File: src/rtl/lbs_pkg.sv
package lbs_pkg;

  typedef enum logic [4:0] {
    S_IDLE,
    S_PHY_RST,
    S_PHY_SETTLE,
    S_PHY_CFG,
    S_CORE_RST,
    S_CORE_SETTLE,
    S_CORE_INIT,
    S_POLL,
    S_CLK_OFF,
    S_CLK_SWAP,
    S_CLK_ON,
    S_CORE_EN,
    S_TG_EN,
    S_STREAMING,
    S_OFF_EN,
    S_OFF_GATE,
    S_OFF_SWAP,
    S_OFF_UNGATE,
    S_OFF_PHY,
    S_FAIL
  } seq_state_e;

  typedef struct packed {
    logic phy_rst;
    logic phy_cfg_req;
    logic core_rst_n;
    logic core_init_req;
    logic phy_stream_en;
    logic clk_gate_en;
    logic clk_sel;
    logic core_en;
    logic tg_en;
    logic link_up;
  } seq_out_t;

endpackage

File: src/rtl/lbs_ms_timer.sv
module lbs_ms_timer #(
  parameter int CLKS_PER_MS = 50000,
  parameter int MS_W        = 8
) (
  input  logic            clk,
  input  logic            rst_n,
  input  logic            run,
  input  logic            restart,
  output logic            tick,
  output logic [MS_W-1:0] ms_cnt
);

  logic [MS_W-1:0] ms_q, ms_d;
  logic            ms_en;

  generate
    if (CLKS_PER_MS > 1) begin : g_prescale
      localparam int CYC_W = $clog2(CLKS_PER_MS);
      localparam logic [CYC_W-1:0] CYC_LAST = CYC_W'(CLKS_PER_MS - 1);
      logic [CYC_W-1:0] cyc_q, cyc_d;
      logic             cyc_en;

      always_comb begin
        cyc_en = restart | run;
        if (restart)               cyc_d = '0;
        else if (cyc_q == CYC_LAST) cyc_d = '0;
        else                       cyc_d = cyc_q + 1'b1;
      end

      always_ff @(posedge clk or negedge rst_n) begin
        if (!rst_n)      cyc_q <= '0;
        else if (cyc_en) cyc_q <= cyc_d;
      end

      assign tick = run & (cyc_q == CYC_LAST);
    end else begin : g_direct
      assign tick = run;
    end
  endgenerate

  always_comb begin
    ms_en = restart | tick;
    if (restart) ms_d = '0;
    else         ms_d = ms_q + 1'b1;
  end

  always_ff @(posedge clk or negedge rst_n) begin
    if (!rst_n)     ms_q <= '0;
    else if (ms_en) ms_q <= ms_d;
  end

  assign ms_cnt = ms_q;

endmodule

File: src/rtl/lbs_seq_fsm.sv
module lbs_seq_fsm
  import lbs_pkg::*;
#(
  parameter int RST_MS     = 10,
  parameter int SETTLE_MS  = 10,
  parameter int POLL_TRIES = 100,
  parameter int MS_W       = 8
) (
  input  logic            clk,
  input  logic            rst_n,
  input  logic            start_req,
  input  logic            stop_req,
  input  logic            cfg_invalidate,
  input  logic            phy_ready,
  input  logic            ms_tick,
  input  logic [MS_W-1:0] ms_cnt,
  output seq_state_e      state_q,
  output seq_state_e      state_d,
  output logic            tmr_run,
  output logic            tmr_restart,
  output logic            cfg_dirty,
  output logic            err
);

  localparam logic [MS_W-1:0] RST_LAST    = MS_W'(RST_MS - 1);
  localparam logic [MS_W-1:0] SETTLE_LAST = MS_W'(SETTLE_MS - 1);
  localparam logic [MS_W-1:0] POLL_LAST   = MS_W'(POLL_TRIES - 1);

  logic rst_done, settle_done, poll_ok, poll_timeout;
  logic dirty_q, dirty_d;
  logic err_q, err_d;
  logic start_ok;

  assign rst_done     = ms_tick & (ms_cnt == RST_LAST);
  assign settle_done  = ms_tick & (ms_cnt == SETTLE_LAST);
  assign poll_ok      = ms_tick & phy_ready;
  assign poll_timeout = ms_tick & ~phy_ready & (ms_cnt == POLL_LAST);
  assign start_ok     = (state_q == S_IDLE) & start_req;

  // next-state logic
  always_comb begin
    state_d = state_q;
    unique case (state_q)
      S_IDLE:        if (start_req) state_d = dirty_q ? S_PHY_RST : S_POLL;
      S_PHY_RST:     if (rst_done) state_d = S_PHY_SETTLE;
      S_PHY_SETTLE:  if (settle_done) state_d = S_PHY_CFG;
      S_PHY_CFG:     state_d = S_CORE_RST;
      S_CORE_RST:    if (rst_done) state_d = S_CORE_SETTLE;
      S_CORE_SETTLE: if (settle_done) state_d = S_CORE_INIT;
      S_CORE_INIT:   state_d = S_POLL;
      S_POLL: begin
        if (poll_ok)           state_d = S_CLK_OFF;
        else if (poll_timeout) state_d = S_FAIL;
      end
      S_CLK_OFF:     state_d = S_CLK_SWAP;
      S_CLK_SWAP:    state_d = S_CLK_ON;
      S_CLK_ON:      state_d = S_CORE_EN;
      S_CORE_EN:     state_d = S_TG_EN;
      S_TG_EN:       state_d = S_STREAMING;
      S_STREAMING:   if (stop_req) state_d = S_OFF_EN;
      S_OFF_EN:      state_d = S_OFF_GATE;
      S_OFF_GATE:    state_d = S_OFF_SWAP;
      S_OFF_SWAP:    state_d = S_OFF_UNGATE;
      S_OFF_UNGATE:  state_d = S_OFF_PHY;
      S_OFF_PHY:     state_d = S_IDLE;
      S_FAIL:        state_d = S_IDLE;
      default:       state_d = S_IDLE;
    endcase
  end

  always_comb begin
    unique case (state_q)
      S_PHY_RST, S_PHY_SETTLE, S_CORE_RST, S_CORE_SETTLE, S_POLL: tmr_run = 1'b1;
      default: tmr_run = 1'b0;
    endcase
  end

  assign tmr_restart = (state_d != state_q);

  // settings-stale flag: invalidate wins over the clear at the end of a reload
  always_comb begin
    if (cfg_invalidate)            dirty_d = 1'b1;
    else if (state_q == S_CORE_INIT) dirty_d = 1'b0;
    else                           dirty_d = dirty_q;
  end

  always_comb begin
    if (start_ok)              err_d = 1'b0;
    else if (state_d == S_FAIL) err_d = 1'b1;
    else                       err_d = err_q;
  end

  // state and flag registers
  always_ff @(posedge clk or negedge rst_n) begin
    if (!rst_n) begin
      state_q <= S_IDLE;
      dirty_q <= 1'b1;
      err_q   <= 1'b0;
    end else begin
      state_q <= state_d;
      dirty_q <= dirty_d;
      err_q   <= err_d;
    end
  end

  assign cfg_dirty = dirty_q;
  assign err       = err_q;

endmodule

File: src/rtl/lbs_out_reg.sv
module lbs_out_reg
  import lbs_pkg::*;
(
  input  logic       clk,
  input  logic       rst_n,
  input  seq_state_e state_d,
  output seq_out_t   out_q
);

  seq_out_t out_d;
  seq_out_t out_rst;

  always_comb begin
    out_rst             = '0;
    out_rst.core_rst_n  = 1'b1;
    out_rst.clk_gate_en = 1'b1;
  end

  always_comb begin
    out_d = out_rst;
    unique case (state_d)
      S_PHY_RST:    out_d.phy_rst       = 1'b1;
      S_PHY_CFG:    out_d.phy_cfg_req   = 1'b1;
      S_CORE_RST:   out_d.core_rst_n    = 1'b0;
      S_CORE_INIT:  out_d.core_init_req = 1'b1;
      S_POLL:       out_d.phy_stream_en = 1'b1;
      S_CLK_OFF: begin
        out_d.phy_stream_en = 1'b1;
        out_d.clk_gate_en   = 1'b0;
      end
      S_CLK_SWAP: begin
        out_d.phy_stream_en = 1'b1;
        out_d.clk_gate_en   = 1'b0;
        out_d.clk_sel       = 1'b1;
      end
      S_CLK_ON: begin
        out_d.phy_stream_en = 1'b1;
        out_d.clk_sel       = 1'b1;
      end
      S_CORE_EN: begin
        out_d.phy_stream_en = 1'b1;
        out_d.clk_sel       = 1'b1;
        out_d.core_en       = 1'b1;
      end
      S_TG_EN: begin
        out_d.phy_stream_en = 1'b1;
        out_d.clk_sel       = 1'b1;
        out_d.core_en       = 1'b1;
        out_d.tg_en         = 1'b1;
      end
      S_STREAMING: begin
        out_d.phy_stream_en = 1'b1;
        out_d.clk_sel       = 1'b1;
        out_d.core_en       = 1'b1;
        out_d.tg_en         = 1'b1;
        out_d.link_up       = 1'b1;
      end
      S_OFF_EN: begin
        out_d.phy_stream_en = 1'b1;
        out_d.clk_sel       = 1'b1;
      end
      S_OFF_GATE: begin
        out_d.phy_stream_en = 1'b1;
        out_d.clk_sel       = 1'b1;
        out_d.clk_gate_en   = 1'b0;
      end
      S_OFF_SWAP: begin
        out_d.phy_stream_en = 1'b1;
        out_d.clk_gate_en   = 1'b0;
      end
      S_OFF_UNGATE: out_d.phy_stream_en = 1'b1;
      default: out_d = out_rst;
    endcase
  end

  always_ff @(posedge clk or negedge rst_n) begin
    if (!rst_n) out_q <= out_rst;
    else        out_q <= out_d;
  end

endmodule

File: src/rtl/link_bringup_seq.sv
module link_bringup_seq
  import lbs_pkg::*;
#(
  parameter int CLKS_PER_MS = 50000,
  parameter int RST_MS      = 10,
  parameter int SETTLE_MS   = 10,
  parameter int POLL_TRIES  = 100
) (
  input  logic clk,
  input  logic rst_n,
  input  logic start_req,
  input  logic stop_req,
  input  logic cfg_invalidate,
  input  logic phy_ready,
  output logic phy_rst,
  output logic phy_cfg_req,
  output logic core_rst_n,
  output logic core_init_req,
  output logic phy_stream_en,
  output logic clk_gate_en,
  output logic clk_sel,
  output logic core_en,
  output logic tg_en,
  output logic link_up,
  output logic err,
  output logic cfg_dirty
);

  localparam int MS_MAX_A = (RST_MS > SETTLE_MS) ? RST_MS : SETTLE_MS;
  localparam int MS_MAX   = (MS_MAX_A > POLL_TRIES) ? MS_MAX_A : POLL_TRIES;
  localparam int MS_W     = $clog2(MS_MAX + 1);

  // reset: asserted asynchronously, released on the clock
  logic rst_meta_q, rst_sync_n;
  always_ff @(posedge clk or negedge rst_n) begin
    if (!rst_n) begin
      rst_meta_q <= 1'b0;
      rst_sync_n <= 1'b0;
    end else begin
      rst_meta_q <= 1'b1;
      rst_sync_n <= rst_meta_q;
    end
  end

  seq_state_e      state_q, state_d;
  logic            tmr_run, tmr_restart, ms_tick;
  logic [MS_W-1:0] ms_cnt;
  seq_out_t        outs;

  lbs_ms_timer #(
    .CLKS_PER_MS(CLKS_PER_MS),
    .MS_W       (MS_W)
  ) u_timer (
    .clk    (clk),
    .rst_n  (rst_sync_n),
    .run    (tmr_run),
    .restart(tmr_restart),
    .tick   (ms_tick),
    .ms_cnt (ms_cnt)
  );

  lbs_seq_fsm #(
    .RST_MS    (RST_MS),
    .SETTLE_MS (SETTLE_MS),
    .POLL_TRIES(POLL_TRIES),
    .MS_W      (MS_W)
  ) u_fsm (
    .clk           (clk),
    .rst_n         (rst_sync_n),
    .start_req     (start_req),
    .stop_req      (stop_req),
    .cfg_invalidate(cfg_invalidate),
    .phy_ready     (phy_ready),
    .ms_tick       (ms_tick),
    .ms_cnt        (ms_cnt),
    .state_q       (state_q),
    .state_d       (state_d),
    .tmr_run       (tmr_run),
    .tmr_restart   (tmr_restart),
    .cfg_dirty     (cfg_dirty),
    .err           (err)
  );

  lbs_out_reg u_outs (
    .clk    (clk),
    .rst_n  (rst_sync_n),
    .state_d(state_d),
    .out_q  (outs)
  );

  assign phy_rst       = outs.phy_rst;
  assign phy_cfg_req   = outs.phy_cfg_req;
  assign core_rst_n    = outs.core_rst_n;
  assign core_init_req = outs.core_init_req;
  assign phy_stream_en = outs.phy_stream_en;
  assign clk_gate_en   = outs.clk_gate_en;
  assign clk_sel       = outs.clk_sel;
  assign core_en       = outs.core_en;
  assign tg_en         = outs.tg_en;
  assign link_up       = outs.link_up;

endmodule

File: config.mk
export PLATFORM = sky130hd
export DESIGN_NAME = link_bringup_seq
export DESIGN_NICKNAME = d
export VERILOG_FILES = /design/src/rtl/lbs_pkg.sv /design/src/rtl/lbs_ms_timer.sv /design/src/rtl/lbs_seq_fsm.sv /design/src/rtl/lbs_out_reg.sv /design/src/rtl/link_bringup_seq.sv
export SDC_FILE = /design/constraint.sdc
export NUM_CORES = 1
export LEC_CHECK = 0
export BUFFER_PORTS_ARGS = -buffer_cell sky130_fd_sc_hd__buf_4
export CAP_MARGIN = 20
export CORE_MARGIN = 1.5
export CORE_UTILIZATION = 54
export DETAILED_ROUTE_END_ITERATION = 8
export PLACE_DENSITY = 0.76
export SYNTH_ARGS = -nofsm -noshare
export SYNTH_HDL_FRONTEND = slang
export SYNTH_SLANG_ARGS = --single-unit
File: constraint.sdc
create_clock -name clk -period 1.3 [get_ports clk]
set_input_delay 0.26 -clock clk [delete_from_list [all_inputs] [get_ports clk]]
set_output_delay 0.26 -clock clk [all_outputs]
set_load 0.02 [all_outputs]
==> impl_table.tex, run 1 <==
\begin{tabular}{lr}
\hline
Metric & Value \\
\hline
\multicolumn{2}{l}{\textbf{Run status}} \\
\quad Run status & stopped before the end \\
\quad Fail Step & global routing \\
\quad Err & [ERROR DPL-0033] detailed placement checks failed during check placement. \\
\multicolumn{2}{l}{\textbf{Logic synthesis}} \\
\quad Share of synthesized flip-flops with an asynchronous set or reset & 100\% \\
\quad Total of flip-flops plus latches after synthesis & 42 \\
\quad Syn Area/Cell & about 9.5 µm² \\
\quad Number of distinct library cell variants in the gate-level netlist after synthesis & 59 \\
\quad Sequential cell area fraction in the yosys report & around 44\% \\
\quad Yosys warning total & 0 \\
\quad Cell area after synthesis & 0.00238 mm² \\
\quad Main synth FF type & sky130\_fd\_sc\_hd\_\_dfrtp\_1 \\
\quad Synthesized netlist net count & between 200 and 300 \\
\quad Number of standard cells after synthesis & 251 \\
\quad Number of enable-type register cells in the synthesized netlist & 0 \\
\multicolumn{2}{l}{\textbf{Die}} \\
\quad Horizontal die dimension & around 69 µm \\
\quad Die Span Y & 69.5 µm \\
\quad Initial standard-cell utilization of the core & approximately 58\% \\
\quad Std-Cell Rows & 23 \\
\quad Number of I/O pins & 18 \\
\multicolumn{2}{l}{\textbf{Clock network}} \\
\quad Cell chosen for the clock root & sky130\_fd\_sc\_hd\_\_clkbuf\_8 \\
\quad Number of buffers created by CTS & 5 \\
\quad Maximum number of buffers from clock root to sink & 2 \\
\quad CTS sink cnt & 42 \\
\quad Depth of the CTS H-tree & 2 \\
\multicolumn{2}{l}{\textbf{Global route}} \\
\quad Maximum number of pins on one net before global-route repair & 41 \\
\quad Initial antenna violation count & 1 \\
\multicolumn{2}{l}{\textbf{Timing}} \\
\quad Worst endpoint after global-route timing repair & u\_timer.ms\_cnt[6]\$\_DFFE\_PN0P\_/D \\
\quad Worst End Pin Type & register input \\
\multicolumn{2}{l}{\textbf{Placement}} \\
\quad IO buf count & 17 \\
\quad Gp weighted congestion & 0.988 \\
\quad HPWL Detailed & 4830 µm \\
\hline
\end{tabular}
repair_timing:
item	4_1_cts
hold buffers	1
gates resized for setup	61
hold endpoints to repair	2
setup endpoints to repair	40
pin swaps	14
buffers inserted	17
metrics by stage:
stage | setup TNS, ps | setup slack (ps) | std cells | util (%) | area (µm²)
floorplan | -25930 | -888 | 251 | - | 2430
global placement | -29600 | -949 | 397 | 79.5 | 3270
detailed placement | -32810 | -1180 | 397 | 79.5 | 3270
CTS | -33110 | -1030 | 422 | 93.0 | 3830
Yosys cell counts, drive strengths merged, types with 3 or more instances:
| library cell | n | area (µm²) |
|---|---|---|
| dfrtp | 39 | 976 |
| nor3 | 23 | 120 |
| nor2 | 19 | 71.3 |
| nand2 | 18 | 67.6 |
| a21oi | 17 | 96.4 |
| xor2 | 13 | 114 |
| nand4 | 10 | 68.8 |
| o21ai | 10 | 53.8 |
| nand3 | 9 | 45.0 |
| nor4 | 8 | 56.3 |
| clkbuf | 7 | 26.3 |
| inv | 7 | 26.3 |
| and3 | 6 | 37.5 |
| buf | 6 | 41.3 |
| nor4b | 5 | 56.3 |
| xnor2 | 5 | 43.8 |
| a2111oi | 4 | 41.3 |
| a211oi | 3 | 22.5 |
| and2 | 3 | 18.8 |
| dfstp | 3 | 78.8 |
| ha | 3 | 37.5 |
cell families after synthesis:
family                   after synthesis  synth area share [%]
AND/OR/NAND/NOR                      114                  27.1
AO/OA/AOI/OAI                         52                  15.9
flip-flops                            42                  44.2
buffers and inverters                 20                  3.93
XOR/XNOR                              18                  6.61
adder cells (fa/ha/maj)                3                  1.57
other                                  1                 0.157
multiplexers                           1                 0.472
==> inputs of run 2 (changes only) <==
--- a/config.mk
+++ b/config.mk
@@ -8,9 +8,9 @@
 export BUFFER_PORTS_ARGS = -buffer_cell sky130_fd_sc_hd__buf_4
 export CAP_MARGIN = 20
 export CORE_MARGIN = 1.5
-export CORE_UTILIZATION = 54
+export CORE_UTILIZATION = 40
 export DETAILED_ROUTE_END_ITERATION = 8
-export PLACE_DENSITY = 0.76
+export PLACE_DENSITY_LB_ADDON = 0.15
 export SYNTH_ARGS = -nofsm -noshare
 export SYNTH_HDL_FRONTEND = slang
 export SYNTH_SLANG_ARGS = --single-unit
==> constraint.sdc (replaced) <==
create_clock -name clk -period 1.7 [get_ports clk]
set_input_delay 0.34 -clock clk [delete_from_list [all_inputs] [get_ports clk]]
set_output_delay 0.34 -clock clk [all_outputs]
set_load 0.02 [all_outputs]
==> run 2 against run 1 <==
  * The flow now finishes, with violations (negative setup slack)
  * Synthesized cell count is the same
  * Synthesized area is the same
==> impl_table.tex, run 2 <==
\begin{tabular}{lr}
\hline
Metric & Value \\
\hline
\multicolumn{2}{l}{\textbf{Logic synthesis}} \\
\quad Cell area after synthesis & 0.00238 mm² \\
\quad Compound-cell area share of the yosys netlist & between 10\% and 20\% \\
\quad Top cell types by occurrence after synthesis & sky130\_fd\_sc\_hd\_\_dfrtp\_1 (39), sky130\_fd\_sc\_hd\_\_nor3\_1 (22), sky130\_fd\_sc\_hd\_\_nor2\_1 (19) \\
\quad Number of enable-type register cells in the synthesized netlist & 0 \\
\quad Sequential cell area fraction in the yosys report & 44.2\% \\
\quad Synth top area share & 40.9\% \\
\quad Share of synthesized flip-flops with an asynchronous set or reset & 100\% \\
\quad Total of flip-flops plus latches after synthesis & 42 \\
\quad XOR/XNOR Fraction of Synth Area & 6.61\% \\
\quad Synthesized netlist net count & 260 \\
\quad Dominant cells by area after synthesis & sky130\_fd\_sc\_hd\_\_dfrtp\_1 (41\%), sky130\_fd\_sc\_hd\_\_xor2\_1 (4.8\%), sky130\_fd\_sc\_hd\_\_nor3\_1 (4.6\%), sky130\_fd\_sc\_hd\_\_a21oi\_1 (3.4\%), sky130\_fd\_sc\_hd\_\_dfstp\_2 (3.3\%) \\
\quad Main synth FF type & sky130\_fd\_sc\_hd\_\_dfrtp\_1 \\
\quad Yosys warning total & 0 \\
\quad Cell type with the largest total area after synthesis & sky130\_fd\_sc\_hd\_\_dfrtp\_1 \\
\quad Mux contribution to synthesized area & 0.472\% \\
\quad Number of standard cells after synthesis & between 200 and 300 \\
\quad Most frequent cell after synthesis & sky130\_fd\_sc\_hd\_\_dfrtp\_1 \\
\quad Syn Area/Cell & 9.50 µm² \\
\quad Largest family of logic cells by synthesized area & simple AND/OR/NAND/NOR gates \\
\quad Simple-gate portion of the synthesized area & 27.1\% \\
\quad Number of distinct library cell variants in the gate-level netlist after synthesis & 59 \\
\quad Adder and majority gate portion of the synthesized area & 1.57\% \\
\multicolumn{2}{l}{\textbf{Flow run}} \\
\quad Max-cap check violation count & 0 \\
\multicolumn{2}{l}{\textbf{Placement}} \\
\quad HPWL Detailed & 4930 µm \\
\quad IO buf count & 17 \\
\quad Placement Cell Area & 0.00331 mm² \\
\quad Gp weighted congestion & 0.899 \\
\quad Cell total after placement & 421 \\
\multicolumn{2}{l}{\textbf{Timing}} \\
\quad Final count of negative-setup-slack endpoints & 35 \\
\quad Setup repair after global routing missed its margin & true \\
\quad Worst Slack Setup Final & -701 ps \\
\quad Final-report hold violation count & 0 \\
\quad Minimum clock period after layout & 2400 ps \\
\quad Clock tree skew after final layout & 13.3 ps \\
\quad Worst Max-Slew Pin Slew & 618 ps \\
\quad Worst slew slack as a fraction of its limit & 57.7\% \\
\quad Max-slew violation count & 0 \\
\quad Maximum frequency from static timing analysis & 417 MHz \\
\quad Hold Slack & 176 ps \\
\quad Part of the cycle the worst path needs & 141\% \\
\multicolumn{2}{l}{\textbf{Worst setup path}} \\
\quad CP Cell Sequence & nand2\_1, o221a\_2, o2111a\_1, o22a\_1, a311oi\_2, inv\_2, a21oi\_4, buf\_12, nor3\_1 \\
\quad Stages on the worst setup path & 9 \\
\quad Cell count of the worst reg-to-reg path & 9 \\
\quad Maximum fanout count along the critical path & 16 \\
\quad Slack of the worst reg-to-reg path & -700 ps \\
\quad Reg-to-reg critical path startpoint & u\_fsm.state\_q[0] \\
\quad Crit path from & u\_fsm.state\_q[0] \\
\quad Critical Path Max Stage Delay & 490 ps \\
\quad Cell family contributing the most delay on the critical path & compound AO/OA/AOI/OAI gates \\
\quad Critical Setup Path Class & register to register \\
\quad Bufs and invs on worst path & 2 \\
\quad Worst path arrival time & 2580 ps \\
\quad Crit path max-delay cell type & sky130\_fd\_sc\_hd\_\_dfrtp\_1 \\
\quad Crit path required time & around 1900 ps \\
\quad Element type at the critical path start & register \\
\quad Endpoint class of the critical path & register \\
\quad Capture instance of the worst register-to-register path & u\_timer.g\_prescale.cyc\_q[6] \\
\quad CP endpoint & u\_timer.g\_prescale.cyc\_q[6] \\
\multicolumn{2}{l}{\textbf{Drt}} \\
\quad First-pass iteration count of the detailed router & 5 \\
\quad Overall via count from detail\_route & 2455 \\
\quad Wire length per cell & 16.1 µm \\
\quad Detailed-route wire length & 7210 µm \\
\quad Routed Antenna Nets & 0 \\
\quad DRC violation count after routing & 0 \\
\quad Via-to-Cell Ratio & 5.48 \\
\quad DRC violation total after the first TritonRoute iteration & 118 \\
\multicolumn{2}{l}{\textbf{Die}} \\
\quad Die Area & 0.00643 mm² \\
\quad Die Span Y & 80.2 µm \\
\quad Number of I/O pins & 18 \\
\quad Placeable core region & 0.00564 mm² \\
\quad Horizontal die dimension & about 80 µm \\
\quad Std-Cell Rows & 27 \\
\quad Initial standard-cell utilization of the core & 42.3\% \\
\multicolumn{2}{l}{\textbf{Layout}} \\
\quad \# nets final & 384 \\
\quad Cell Count, Final, Fillers Out & 448 \\
\quad Post-layout utilization of the core & about 69\% \\
\quad Largest register FFs & 16 \\
\quad Most common cell after layout, fill and taps aside & sky130\_fd\_sc\_hd\_\_buf\_4 \\
\quad Share of cells above drive strength 1 & $\sim$52\% \\
\quad Number of diodes added for antenna fixing & 0 \\
\quad Most used cells in the layout excluding fill and tap cells & sky130\_fd\_sc\_hd\_\_buf\_4 (111), sky130\_fd\_sc\_hd\_\_dfrtp\_1 (36), sky130\_fd\_sc\_hd\_\_nand2\_1 (17) \\
\quad Final design area excluding fillers & 0.00389 mm² \\
\quad Layout area overhead & 63.3\% \\
\quad Reg with most FFs & u\_timer.g\_prescale.cyc\_q \\
\multicolumn{2}{l}{\textbf{Hold path}} \\
\quad Worst hold path type & register to async pin \\
\multicolumn{2}{l}{\textbf{Global route}} \\
\quad Maximum number of pins on one net before global-route repair & 24 \\
\quad Tot GR Track Use & between 20\% and 30\% \\
\quad Number of global-route vias before repair & around 2400 \\
\quad GRT Residual Overflow & 0 \\
\quad First-pass GRT wire length & around 12000 µm \\
\quad Initial antenna violation count & 0 \\
\multicolumn{2}{l}{\textbf{Clock network}} \\
\quad Depth of the CTS H-tree & 2 \\
\quad CTS sink cnt & 42 \\
\quad Clk pin slew, worst setup/hold paths & 90 ps \\
\quad Maximum number of buffers from clock root to sink & 2 \\
\quad Later-pin clock latency in the skew report & 300 ps \\
\quad Number of buffers created by CTS & 5 \\
\quad Cell chosen for the clock root & sky130\_fd\_sc\_hd\_\_clkbuf\_8 \\
\quad TritonCTS clock tree & yes \\
\multicolumn{2}{l}{\textbf{Run status}} \\
\quad Violations in the final reports & negative setup slack \\
\quad Run status & finished with violations \\
\multicolumn{2}{l}{\textbf{Power and ir drop}} \\
\quad Leakage power & 0.00176 µW \\
\quad Design Power & $\sim$1800 µW \\
\quad Power density over cell area & 475 mW/mm² \\
\quad Worst-case vdd ir drop & 285 µV \\
\hline
\end{tabular}
-- run 2: cell counts after synthesis --
Identical to the previous run, type by type.
-- run 2: power by group --
group / switching, µW / leakage [µW] / internal (µW) / total, µW
Sequential: 7.71 / 0.000535 / 1000 / 1010
Clock: 360 / 0.0000514 / 438 / 799
Combinational: 20.5 / 0.00117 / 20.6 / 41.1
-- run 2: layer usage --
| layer | global-route usage (%) | up-vias | part of all wire (%) |
|---|---|---|---|
| met5 | 0 | - | 0 |
| met4 | 6.90 | 0 | 1.7 |
| met3 | 4.66 | 11 | 3.7 |
| met2 | 36.3 | 47 | 48 |
| met1 | 32.9 | 1217 | 46 |
| li1 | - | 1180 | - |
-- run 2: metrics by stage --
step,setup TNS (ps),setup slack (ps)
after floorplan,-12380,-488
after global placement,-17160,-664
after detailed placement,-17980,-688
after CTS,-16310,-593
after global routing,-22860,-795
final,-19780,-701
-- run 2: layout make-up --
| cell class | instances | area [µm²] |
|---|---|---|
| flip-flops and latches | 42 | 1060 |
| fillers | 397 | 1750 |
| inverters | 7 | 26.3 |
| well taps | 72 | 90.1 |
| multi-input cells | 189 | 1540 |
| repair buffers | 130 | 1070 |
| clock buffers | 6 | 72.6 |
| clock inverters | 2 | 37.5 |
-- run 2: how the worst min path moves through the flow --
stage,start,to,slack (ps),cells after the start
floorplan,rst_n,rst_meta_q,40,0
CTS,rst_sync_n,u_timer.ms_cnt[3],190,0
finish,rst_sync_n,u_timer.ms_cnt[6],180,0
detailed placement,rst_n,rst_meta_q,120,1
global placement,rst_n,rst_meta_q,120,1
global route,rst_sync_n,u_timer.ms_cnt[6],210,0
-- run 2: cells by family after synthesis --
logic type	Yosys count
and+or+nand+nor	114
AOI/OAI and AO/OA	52
DFF	42
buffers and inverters	20
xor gates and xnor gates	18
adders and majority gates	3
other	1
muxes	1
-- run 2: repair_timing --
item	in CTS	in global routing
setup buffers	9	13
pin swaps	11	18
hold endpoints to repair	2	0
setup endpoints to repair	35	37
gates resized for setup	31	40
hold buffers	1	0
Power figures use the tool's default switching activity.
